[src/rtl/exec_alu.sv]
module exec_alu #(
  parameter int W     = 32,
  parameter int OPW   = 4,
  parameter int N_POS = 31,
  parameter int Z_POS = 30,
  parameter int C_POS = 29
) (
  input  logic [OPW-1:0] op_sel,
  input  logic [W-1:0]   src_a,
  input  logic [W-1:0]   src_b,
  input  logic [W-1:0]   imm,
  input  logic           use_imm,
  input  logic [W-1:0]   status_in,
  output logic [W-1:0]   wr_data,
  output logic           wr_en,
  output logic [W-1:0]   status_out
);
  localparam logic [OPW-1:0] OP_ADD = 0, OP_SUB = 1, OP_AND = 2, OP_ORR = 3,
                             OP_EOR = 4, OP_BIC = 5, OP_MOV = 6, OP_CMP = 7;

  logic [W-1:0] opnd2;
  logic         is_lt, is_eq;

  assign opnd2 = use_imm ? imm : src_b;
  assign is_lt = $signed(src_a) < $signed(opnd2);
  assign is_eq = src_a == opnd2;

  always_comb begin
    wr_en   = 1'b1;
    wr_data = '0;
    unique case (op_sel)
      OP_ADD:  wr_data = src_a + opnd2;
      OP_SUB:  wr_data = src_a - src_b;
      OP_AND:  wr_data = src_a & src_b;
      OP_ORR:  wr_data = src_a | src_b;
      OP_EOR:  wr_data = src_a ^ src_b;
      OP_BIC:  wr_data = src_a & ~src_b;
      OP_MOV:  wr_data = opnd2;
      default: wr_en   = 1'b0;
    endcase
  end

  always_comb begin
    status_out = status_in;
    if (op_sel == OP_CMP) begin
      status_out = '0;
      if (is_lt)      status_out[N_POS] = 1'b1;
      else if (is_eq) status_out[Z_POS] = 1'b1;
      else            status_out[C_POS] = 1'b1;
    end
  end

  always_comb begin
    if (op_sel == OP_CMP) begin
      AST_CMP_NO_WRITE: assert (!wr_en);
      AST_CMP_ONE_FLAG: assert ($countones(status_out) == 1 &&
        (status_out[N_POS] | status_out[Z_POS] | status_out[C_POS]));
    end else begin
      AST_STATUS_HELD: assert (status_out == status_in);
    end
    if (wr_en) begin
      AST_WRITE_CODES: assert (op_sel <= OP_MOV);
    end
  end
endmodule

[config.mk]
export PLATFORM = sky130hd
export DESIGN_NAME = exec_alu
export DESIGN_NICKNAME = d
export VERILOG_FILES = /design/src/rtl/exec_alu.sv
export SDC_FILE = /design/constraint.sdc
export NUM_CORES = 1
export LEC_CHECK = 0
export BUFFER_PORTS_ARGS = -buffer_cell sky130_fd_sc_hd__buf_4
export CAP_MARGIN = 15
export CELL_PAD_IN_SITES_DETAIL_PLACEMENT = 0
export CELL_PAD_IN_SITES_GLOBAL_PLACEMENT = 1
export CORE_MARGIN = 4
export CORE_UTILIZATION = 34
export DETAILED_ROUTE_END_ITERATION = 6
export PLACE_DENSITY = 0.86
export SETUP_SLACK_MARGIN = 0.02
export SYNTH_ARGS = -nofsm -noshare
export SYNTH_HDL_FRONTEND = slang
export SYNTH_SLANG_ARGS = --single-unit
[constraint.sdc]
create_clock -name vclk -period 6.4
set_input_delay 0.64 -clock vclk [all_inputs]
set_output_delay 0.64 -clock vclk [all_outputs]
set_load 0.02 [all_outputs]
* After elaboration in Yosys (flattened, before gate mapping) *
Index checks and enable logic that the tools add are counted.

word-level totals
  memory bits (writable) = 0
  register bits = 0
  bits of input ports = 133
  word-level logic and storage cells = 26
  memories kept = 0
  bits in latches = 0
  output and inout bits = 65
  memory bits (read-only) = 0

cells by class
  magnitude comparators = 1
  reduce and logical (&&, ||, !) cells = 2
  divide/modulo/power cells = 0
  add/subtract/negate cells = 2
  $mul = 0
  shift operators = 0
  bitwise operators = 5
  eq/ne operators = 8
  multiplexer cells = 8

operators by type and width
  kind                  count
  $pmux W32 S7          1
  $and A32 B32 Y32      2
  $mux W32              2
  $add A32 B32 Y32      1
  $eq A32 B32 Y1        1
  $lt A32 B32 Y1        1
  $not A32 Y32          1
  $or A32 B32 Y32       1
  $sub A32 B32 Y32      1
  $xor A32 B32 Y32      1
  $eq A4 B3 Y1 const B  4
  $eq A4 B2 Y1 const B  2
  $reduce_or A7 Y1      1
  $eq A4 B1 Y1 const B  1
  $logic_not A4 Y1      1
  $mux W1               4
  $mux W2               1

* Depth between registers and ports, before layout *
Gate-level depths: netlist of the first run.

  depth after elaboration = 5
  depth in mapped cells = 25
  mapped depth without buffers = 21

* Worst setup path before layout of the first run *
Ideal clock, no wire load.

  path type = input port to output port
  start = in use_imm
  end = out wr_data[30]
  data arrival time = 5.323 ns
  path slack = 0.437 ns
  cell stages on the path = 23
  data required time = 5.760 ns
  buffers on the path = 4
  cell sequence = buf_6 buf_2 buf_2 buf_1 mux2i_1 ha_1 inv_1 a211oi_4 nand3_2 nor4_2 nand3_1 xor2_1 a21oi_2 nor2_1 a21oi_1 ha_1 and2_1 and3_1 a221oi_1 o21ai_1 a221oi_1 xor2_1 o21ai_1

on the way
  cells in the longest elaborated chain, start to end = 3

ends and longest elaborated chain
  element             line  RTL
  start: declaration  12    input logic use_imm,
  $mux W32 *          24    assign opnd2 = use_imm ? imm : src_b;
  $add A32 B32 Y32    32    OP_ADD: wr_data = src_a + opnd2;
  $pmux W32 S7 *      31    unique case (op_sel)
  end: declaration    14    output logic [W-1:0] wr_data,

Every way passes the cells marked *; elsewhere a longest branch is shown, timed or not.

* Final worst setup path of the first run *
Ends and elaborated chain as after synthesis.

==> results of run 1 <==
cell usage in the layout, fill, tap and decap left out, types with 10 or more instances in the layout:
| cell | count |
|---|---|
| buf_4 | 213 |
| ha_1 | 96 |
| inv_1 | 73 |
| nand2_1 | 72 |
| a21oi_1 | 60 |
| nor2_1 | 57 |
| xnor2_1 | 47 |
| o21ai_0 | 44 |
| and2_1 | 37 |
| mux2i_1 | 28 |
| a31oi_1 | 27 |
| a21o_1 | 26 |
| o221ai_1 | 24 |
| xor2_1 | 23 |
| o21ai_1 | 20 |
| nor3_1 | 19 |
| o22ai_1 | 13 |
| nand4_1 | 12 |
| nand3_1 | 10 |
| nor2b_1 | 10 |
through the flow:
step | area [sq um] | util [%] | std cells | hold WS [ns]
after floorplan | 5750 | - | 849 | 1.45
after global placement | 7470 | 45.0 | 1242 | 1.59
after detailed placement | 7470 | 45.0 | 1242 | 1.59
after CTS | 7470 | 45.0 | 1242 | 1.59
after global routing | 7470 | 45.0 | 1242 | 1.60
final | 7470 | 45.0 | 1242 | 1.59
synth_stat cells (8+ instances only):
cell type   n
a21o_1     26
a21oi_1    60
a31oi_1    27
and2_1     38
clkbuf_1   30
ha_1       96
inv_1      73
mux2i_1    28
nand2_1    72
nand3_1    11
nand4_1    12
nor2_1     57
nor2b_1    10
nor3_1     19
o21a_1      9
o21ai_0    44
o21ai_1    20
o221ai_1   24
o22ai_1    13
o31ai_1     8
xnor2_1    47
xor2_1     23
kinds of logic after synthesis:
kind of cell	share of synthesized area, %
AO/OA/AOI/OAI	30.6
multiplexers	5.55
XOR/XNOR	10.7
adder cells (fa/ha/maj)	21.2
AND/OR/NAND/NOR	24.2
buffers and inverters	7.77
worst paths after layout:
| path | to | depth (start not counted) |
|---|---|---|
| min | status_out[6] | 3 |
| max | wr_data[30] | 21 |
critical path: stages:
cell and delay (ns):
buf_4 0.24, mux2i_1 0.38, ha_1 0.28, inv_1 0.09
a211oi_4 0.31, nand3_2 0.23, nor4_2 0.34, nand3_1 0.18
xor2_1 0.18, a21oi_2 0.13, nor2_1 0.05, a21oi_1 0.14
ha_1 0.30, and2_1 0.17, and3_1 0.22, a221oi_1 0.29
o21ai_1 0.22, a221oi_1 0.33, xor2_1 0.20, o21ai_1 0.08
buf_4 0.17
report_power, final:
group,switching [mW],internal (mW),leakage (nW)
Clock,0,0,0
Sequential,0,0,0
Combinational,0.389,0.308,3.60
layer usage:
layer,vias to the layer above,routed length (um),share of wire [%]
li1,3449,-,-
met5,-,0,0
met3,25,1390,6.3
met2,262,10200,46
met4,0,373,1.7
met1,3177,10100,46
final cells by class:
class / instances / area (sq um)
inverter: 74 / 278
fill: 1788 / 9120
multi-input combinational: 735 / 5320
tap: 220 / 275
timing repair buffer: 213 / 1600
==> out/results.txt, run 1 <==
IO Port Bufs - 198
Static Leak - 3.60 nW
postcts setup bufs - 0
peak supply drop - 0.0000395 V
Hold Path Class - in -> out
library cells used by synthesis - 68
total grt overflow - 0
FP Rows - 47
post-cts sizing count - 0
critical path class - in -> out
vias in the first global route - 6716
Post-CTS Hold Buffers - 0
Critical Path AT - 5.18 ns
core area - 16600 sq um
router iterations before antenna repair - 5
Routed Antenna Nets - 0
synth warn - 0
register cell area after layout - 0 sq um
Final setup viols - 0
# DRC - 0
initial core utilization - 34.7%
Required @ worst endpoint - 5.76 ns
TNS Setup - 0 ns
via count - 6913
GR Util All Layers - 21.6%
area leader, netlist - ha_1
post-synthesis instance total - 849
post-synth top area share - 20.9%
hold_sp - status_in[6]
fin worst setup slack - 0.581 ns
Mapped Nets - 1079
Critical Path Fanout Max - 22
die height - 138 um
Area Growth Syn to Fin - 29.9%
fin crit share - 90.9%
Nets - 1254
pwr/cell area - 93.3 nW/um^2
slew of the pin with the lowest slew margin - 0.949 ns
Worst Setup End Kind - output pin
status - completed
Routed WL per cell - 17.7 um
min cycle time layout - 5.82 ns
initial antenna violation count - 0
post-synthesis sequential area ratio - 0%
MaxCap Viol Count - 0
GR peak layer - met2
global-route wire length before repair - 35100 um
RSZ-0062 raised after global routing - false
Boundary Pins - 198
Ant. Diodes - 0
Routability Congestion - 0.947
Die X-Extent - 138 um
Power, Total - 697 uW
met3 Use GR - 2.28%
largest net degree at the start of global routing - 41
met1 usage - 30.3%
met2 Use GR - 36.6%
mean post-synth cell area - 6.77 sq um
CP startpoint - use_imm
DIE AREA - 19100 sq um
Worst setup SP type - primary input
slew margin rel. - 36.6%
fraction of layout cells with a size suffix above 1 - 23.6%
Total Wirelength - 22000 um
main area contributors after synthesis - ha_1, xnor2_1, a21oi_1
vias per cell - 5.57
seq_cells - 0
DRT iter0 DRCs - 493
# clk buffers - 0
Max Fclk - 0.172 GHz
dpl ws - 0.619 ns
DP Wirelength - 17900 um
final hold viol count - 0
Final Max Slew Viols - 0
post-synth design cell area - 5750 sq um
(Power assumes the default switching activity.)
==> inputs of run 2 (changes only) <==
--- a/config.mk
+++ b/config.mk
@@ -5,6 +5,7 @@
 export SDC_FILE = /design/constraint.sdc
 export NUM_CORES = 1
 export LEC_CHECK = 0
+export ABC_AREA = 1
 export BUFFER_PORTS_ARGS = -buffer_cell sky130_fd_sc_hd__buf_4
 export CAP_MARGIN = 15
 export CELL_PAD_IN_SITES_DETAIL_PLACEMENT = 0
@@ -12,7 +13,7 @@
 export CORE_MARGIN = 4
 export CORE_UTILIZATION = 34
 export DETAILED_ROUTE_END_ITERATION = 6
-export PLACE_DENSITY = 0.86
+export PLACE_DENSITY = 0.87
 export SETUP_SLACK_MARGIN = 0.02
 export SYNTH_ARGS = -nofsm -noshare
 export SYNTH_HDL_FRONTEND = slang
==> out/results.txt, run 2 <==
post-synth top area share - 18.4% (-2.5 points)
largest family of logic cells by synthesized area - simple AND/OR/NAND/NOR gates
mean post-synth cell area - 5.62 sq um (-17%)
Critical Path Fanout Max - 36 (+64%)
Critical Path Max Stage Delay - 0.43 ns (+0.05 ns)
DRT iter0 DRCs - 791 (+60%)
Mapped Nets - 1390 (+29%)
dpl ws - 0.976 ns (+0.357 ns)
placed cells - 1569 (+26%)
Power, Total - 748 uW (+7.4%)
Required @ worst endpoint - 5.76 ns (about the same)
min cycle time layout - 5.53 ns (-0.285 ns)
area leader, netlist - ha_1
synth warn - 0 (unchanged)
Boundary Pins - 198 (unchanged)
Ant. Diodes - 0 (unchanged)
Total Wirelength - 28000 um (+27%)
commonest cells after routing, fill and taps aside - nand2_1, buf_4, inv_1, nor2_1, ha_1
post-synthesis xor/xnor area fraction - 6.58% (-4.1 points)
most instantiated library cell after synthesis - nand2_1
RSZ-0062 raised after global routing - false
post-synthesis sequential area ratio - 0% (unchanged)
Die X-Extent - 146 um (+6.1%)
Final setup viols - 0 (unchanged)
MaxCap Viol Count - 0 (unchanged)
TNS Setup - 0 ns (unchanged)
# DRC - 0 (unchanged)
Nets - 1567 (+25%)
Finished Core Util - 43.6% (-1.4 points)
initial core utilization - 34.7% (+0.050 points)
Area Growth Syn to Fin - 25.7%
Post-DP Area - 8190 sq um (+9.7%)
peak supply drop - 0.0000504 V (+28%)
Fin Hold WS - 1.59 ns (+0.00227 ns)
fin area - 8190 sq um (+9.7%)
Adder-Cell Fraction of Synth Area - 18.7% (-2.5 points)
Hold Path Class - in -> out
fin crit share - 86.5% (-4.4 points)
most instantiated cells after synthesis - nand2_1, inv_1, nor2_1, ha_1, a21oi_1
final hold viol count - 0 (unchanged)
vias in the first global route - 8146 (+21%)
GR Util All Layers - 24.7% (+3.1 points)
register cell area after layout - 0 sq um (unchanged)
main area contributors after synthesis - ha_1, nand2_1, inv_1
fin worst setup slack - 0.866 ns (+0.285 ns)
slew margin rel. - 19.6% (-17 points)
Max Fclk - 0.181 GHz (+5.1%)
non-filler cells, final - 1569 (+26%)
Static Leak - 4.43 nW (+23%)
fraction of layout cells with a size suffix above 1 - 22.6% (-0.96 points)
Final Max Slew Viols - 0 (unchanged)
status - completed
initial antenna violation count - 0 (unchanged)
simple-gate area share of the yosys netlist - 37.6% (+13 points)
vias per cell - 5.34 (-4.1%)
IO Port Bufs - 198 (unchanged)
slowest CP cell - inv_4
# clk buffers - 0 (unchanged)
pwr/cell area - 91.4 nW/um^2 (-2.1%)
global-route wire length before repair - 43200 um (+23%)
via count - 8372 (+21%)
seq_cells - 0 (unchanged)
commonest non-fill, non-tap cell in the layout - nand2_1
DIE AREA - 21400 sq um (+13%)
mux cell area share after synthesis - 0% (-5.5 points)
postcts setup bufs - 0 (unchanged)
CP cell instances - buf_4 -> inv_4 -> nand2_4 -> nand2_2 -> ha_1 -> a21boi_2 -> nand4_4 -> nor2_1 -> nand2_1 -> nor2_1 -> nor3_1 -> a21oi_1 -> ha_1 -> a21oi_1 -> o21ai_0 -> a21oi_1 -> o21ai_0 -> nand2_1 -> nand2_1 -> or2_2 -> nand3_1 -> o311ai_0 -> buf_4
Post-CTS Hold Buffers - 0 (unchanged)
DP Wirelength - 23100 um (+29%)
post-synthesis compound-gate area fraction - 22.1% (-8.5 points)
post-cts sizing count - 0 (unchanged)
total grt overflow - 0 (unchanged)
critical path class - in -> out
Routability Congestion - 0.946 (about the same)
core area - 18800 sq um (+13%)
slew of the pin with the lowest slew margin - 1.20 ns (+0.255 ns)
Worst Setup End Kind - output pin
die height - 146 um (+6.1%)
router iterations before antenna repair - 5 (unchanged)
largest net degree at the start of global routing - 41 (unchanged)
Worst setup SP type - primary input
post-synthesis instance total - 1160 (+37%)
Routed WL per cell - 17.8 um (+0.39%)
FP Rows - 50 (+6.4%)
Routed Antenna Nets - 0 (unchanged)
Critical Path AT - 4.89 ns (-0.29 ns)
library cells used by synthesis - 51 (-25%)
post-synth design cell area - 6520 sq um (+13%)
-- run 2: changes by cell type after synthesis, sizes merged, moves of 10 or more --
cell,change
xor2,+23
nor2,+76
nand3,+44
mux2i,-30
a21o,-24
nor2b,-10
o221ai,-22
inv,+136
o21ai,+16
a31oi,-17
and2,-36
a21oi,+15
nand2,+208
xnor2,-44
-- run 2: cells by family after synthesis --
logic type      after synthesis
compound gates              242
simple gates                530
buf+inv                     242
fa+ha+maj                    97
xor+xnor                     49
-- run 2: critical path, delay by kind of cell --
kind                       cells  cell delay, ns
adders and majority gates      2            0.47
buffers and inverters          3            0.92
AOI/OAI and AO/OA              7            1.32
and+or+nand+nor               11            1.48
-- run 2: layout make-up --
| cell class | count | area (sq um) |
|---|---|---|
| Fill cell | 2040 | 10600 |
| Inverter | 210 | 791 |
| Multi-Input combinational cell | 918 | 5550 |
| Tap cell | 234 | 293 |
| Timing Repair Buffer | 207 | 1550 |
-- run 2: worst paths after layout --
check / from / cells past startpoint / end
max: use_imm / 23 / wr_data[23]
min: status_in[31] / 4 / status_out[31]
-- run 2: where the power goes --
part | internal [mW] | switching (mW) | total [mW] | leakage (nW)
sequential | 0 | 0 | 0 | 0
combinational | 0.283 | 0.466 | 0.748 | 4.43
clock | 0 | 0 | 0 | 0
-- run 2: routing by layer --
layer  vias up  global-route usage (%)  share of wire [%]
met1      3746                    34.5                 44
met5         -                       0                  0
met2       406                    40.1                 44
met4         0                    5.88                2.8
li1       4168                       -                  -
met3        52                    3.41                8.8
==> inputs of run 3 (changes only) <==
--- a/config.mk
+++ b/config.mk
@@ -8,12 +8,12 @@
 export ABC_AREA = 1
 export BUFFER_PORTS_ARGS = -buffer_cell sky130_fd_sc_hd__buf_4
 export CAP_MARGIN = 15
-export CELL_PAD_IN_SITES_DETAIL_PLACEMENT = 0
-export CELL_PAD_IN_SITES_GLOBAL_PLACEMENT = 1
+export CELL_PAD_IN_SITES_DETAIL_PLACEMENT = 1
+export CELL_PAD_IN_SITES_GLOBAL_PLACEMENT = 2
 export CORE_MARGIN = 4
-export CORE_UTILIZATION = 34
+export CORE_UTILIZATION = 27
 export DETAILED_ROUTE_END_ITERATION = 6
-export PLACE_DENSITY = 0.87
+export PLACE_DENSITY = 0.92
 export SETUP_SLACK_MARGIN = 0.02
 export SYNTH_ARGS = -nofsm -noshare
 export SYNTH_HDL_FRONTEND = slang
==> out/results.txt, run 3 (synthesized netlist as in run 2, its figures left out) <==
Nets - 1566 (-0.064%)
Hold EP - status_out[30]
seq_cells - 0 (unchanged)
pwr/cell area - 92.3 nW/um^2 (+1.0%)
global-route wire length before repair - 47600 um (+10%)
Worst setup SP type - primary input
TNS Setup - 0 ns (unchanged)
DIE AREA - 26700 sq um (+24%)
Die X-Extent - 163 um (+12%)
commonest cells after routing, fill and taps aside - nand2_1, buf_4, inv_1, nor2_1, ha_1
met1 usage - 29.9% (-4.6 points)
Post-CTS Hold Buffers - 0 (unchanged)
Routed Antenna Nets - 0 (unchanged)
DP Wirelength - 26200 um (+14%)
Critical Path AT - 5.10 ns (+0.21 ns)
slew margin rel. - 18.3% (-1.4 points)
fraction of layout cells with a size suffix above 1 - 22.6% (-0.058 points)
Boundary Pins - 198 (unchanged)
met3 Use GR - 3.73% (+0.32 points)
Critical Path Fanout Max - 36 (unchanged)
vias per cell - 5.16 (-3.2%)
Ant. Diodes - 0 (unchanged)
IO Port Bufs - 198 (unchanged)
Total Wirelength - 31100 um (+11%)
GR Util All Layers - 22.3% (-2.4 points)
DRT iter0 DRCs - 414 (-48%)
Final setup viols - 0 (unchanged)
Final Max Slew Viols - 0 (unchanged)
Area Growth Syn to Fin - 27.2%
Required @ worst endpoint - 5.76 ns (about the same)
Hold Path Class - in -> out
core area - 23600 sq um (+26%)
largest net degree at the start of global routing - 37 (-9.8%)
slew of the pin with the lowest slew margin - 1.22 ns (+0.0207 ns)
commonest non-fill, non-tap cell in the layout - nand2_1
vias in the first global route - 8824 (+8.3%)
final hold viol count - 0 (unchanged)
total grt overflow - 0 (unchanged)
initial core utilization - 27.6% (-7.1 points)
Static Leak - 4.42 nW (-0.11%)
GR peak layer - met2
Worst Setup End Kind - output pin
WHS Path Cells - 4 (unchanged)
status - completed
MaxCap Viol Count - 0 (unchanged)
hold_sp - status_in[30]
FP Rows - 56 (+12%)
fin crit share - 89.8% (+3.3 points)
Routability Congestion - 1.02 (+8.1%)
critical path class - in -> out
met2 Use GR - 38.4% (-1.6 points)
initial antenna violation count - 0 (unchanged)
# clk buffers - 0 (unchanged)
register cell area after layout - 0 sq um (unchanged)
Power, Total - 765 uW (+2.3%)
peak supply drop - 0.0000492 V (-2.4%)
postcts setup bufs - 0 (unchanged)
RSZ-0062 raised after global routing - false
via count - 8536 (+2.0%)
Max Fclk - 0.174 GHz (-3.7%)
min cycle time layout - 5.74 ns (+0.210 ns)
router iterations before antenna repair - 5 (unchanged)
post-cts sizing count - 0 (unchanged)
die height - 163 um (+12%)
# DRC - 0 (unchanged)
Routed WL per cell - 18.8 um (+5.5%)
-- run 3: power by group --
| group | internal [mW] | switching, mW |
|---|---|---|
| clock network | 0 | 0 |
| registers | 0 | 0 |
| logic | 0.282 | 0.483 |
| total | 0.282 | 0.483 |
-- run 3: worst max-delay path, stage by stage --
cell	delay [ns]
buf_4	0.26
inv_4	0.44
nand2_4	0.06
nand2_2	0.11
ha_1	0.17
a21boi_2	0.27
nand4_4	0.19
nor2_1	0.22
nand2_1	0.13
nor2_1	0.13
nor3_1	0.06
a21oi_1	0.17
ha_1	0.31
a21oi_1	0.20
o21ai_0	0.20
a21oi_1	0.16
o21ai_0	0.28
nand2_1	0.13
nand2_1	0.10
or2_2	0.29
nand3_1	0.10
o311ai_0	0.19
buf_4	0.25
-- run 3: worst max path at each step --
stage | start | end | slack, ns | depth (start not counted)
after floorplan | use_imm | wr_data[30] | 1.95 | 23
after global placement | use_imm | wr_data[23] | 0.93 | 23
after detailed placement | use_imm | wr_data[23] | 0.79 | 23
after CTS | use_imm | wr_data[23] | 0.77 | 23
after global routing | use_imm | wr_data[27] | 0.33 | 24
final | use_imm | wr_data[23] | 0.66 | 23
-- run 3: final cells by class --
class	count	area, sq um
Inverter	210	791
Fill cell	3247	15300
Tap cell	319	399
Timing Repair Buffer	206	1550
Multi-Input combinational cell	918	5550
-- run 3: per-stage QoR --
stage          std cells  setup WS (ns)  area, sq um  hold WS (ns)  util [%]
2_1_floorplan       1160           1.95         6520          1.40         -
3_3_place_gp        1653          0.933         8290          1.58      35.1
3_5_place_dp        1653          0.786         8290          1.59      35.1
4_1_cts             1653          0.769         8290          1.59      35.1
5_1_grt             1653          0.327         8290          1.61      35.1
6_report            1653          0.656         8290          1.58      35.1
-- run 3: per-layer routing --
metal  routed length, um  share of wire (%)
met3                2190                7.0
met2               14500                 47
met1               14000                 45
met5                   0                  0
met4                 394                1.3
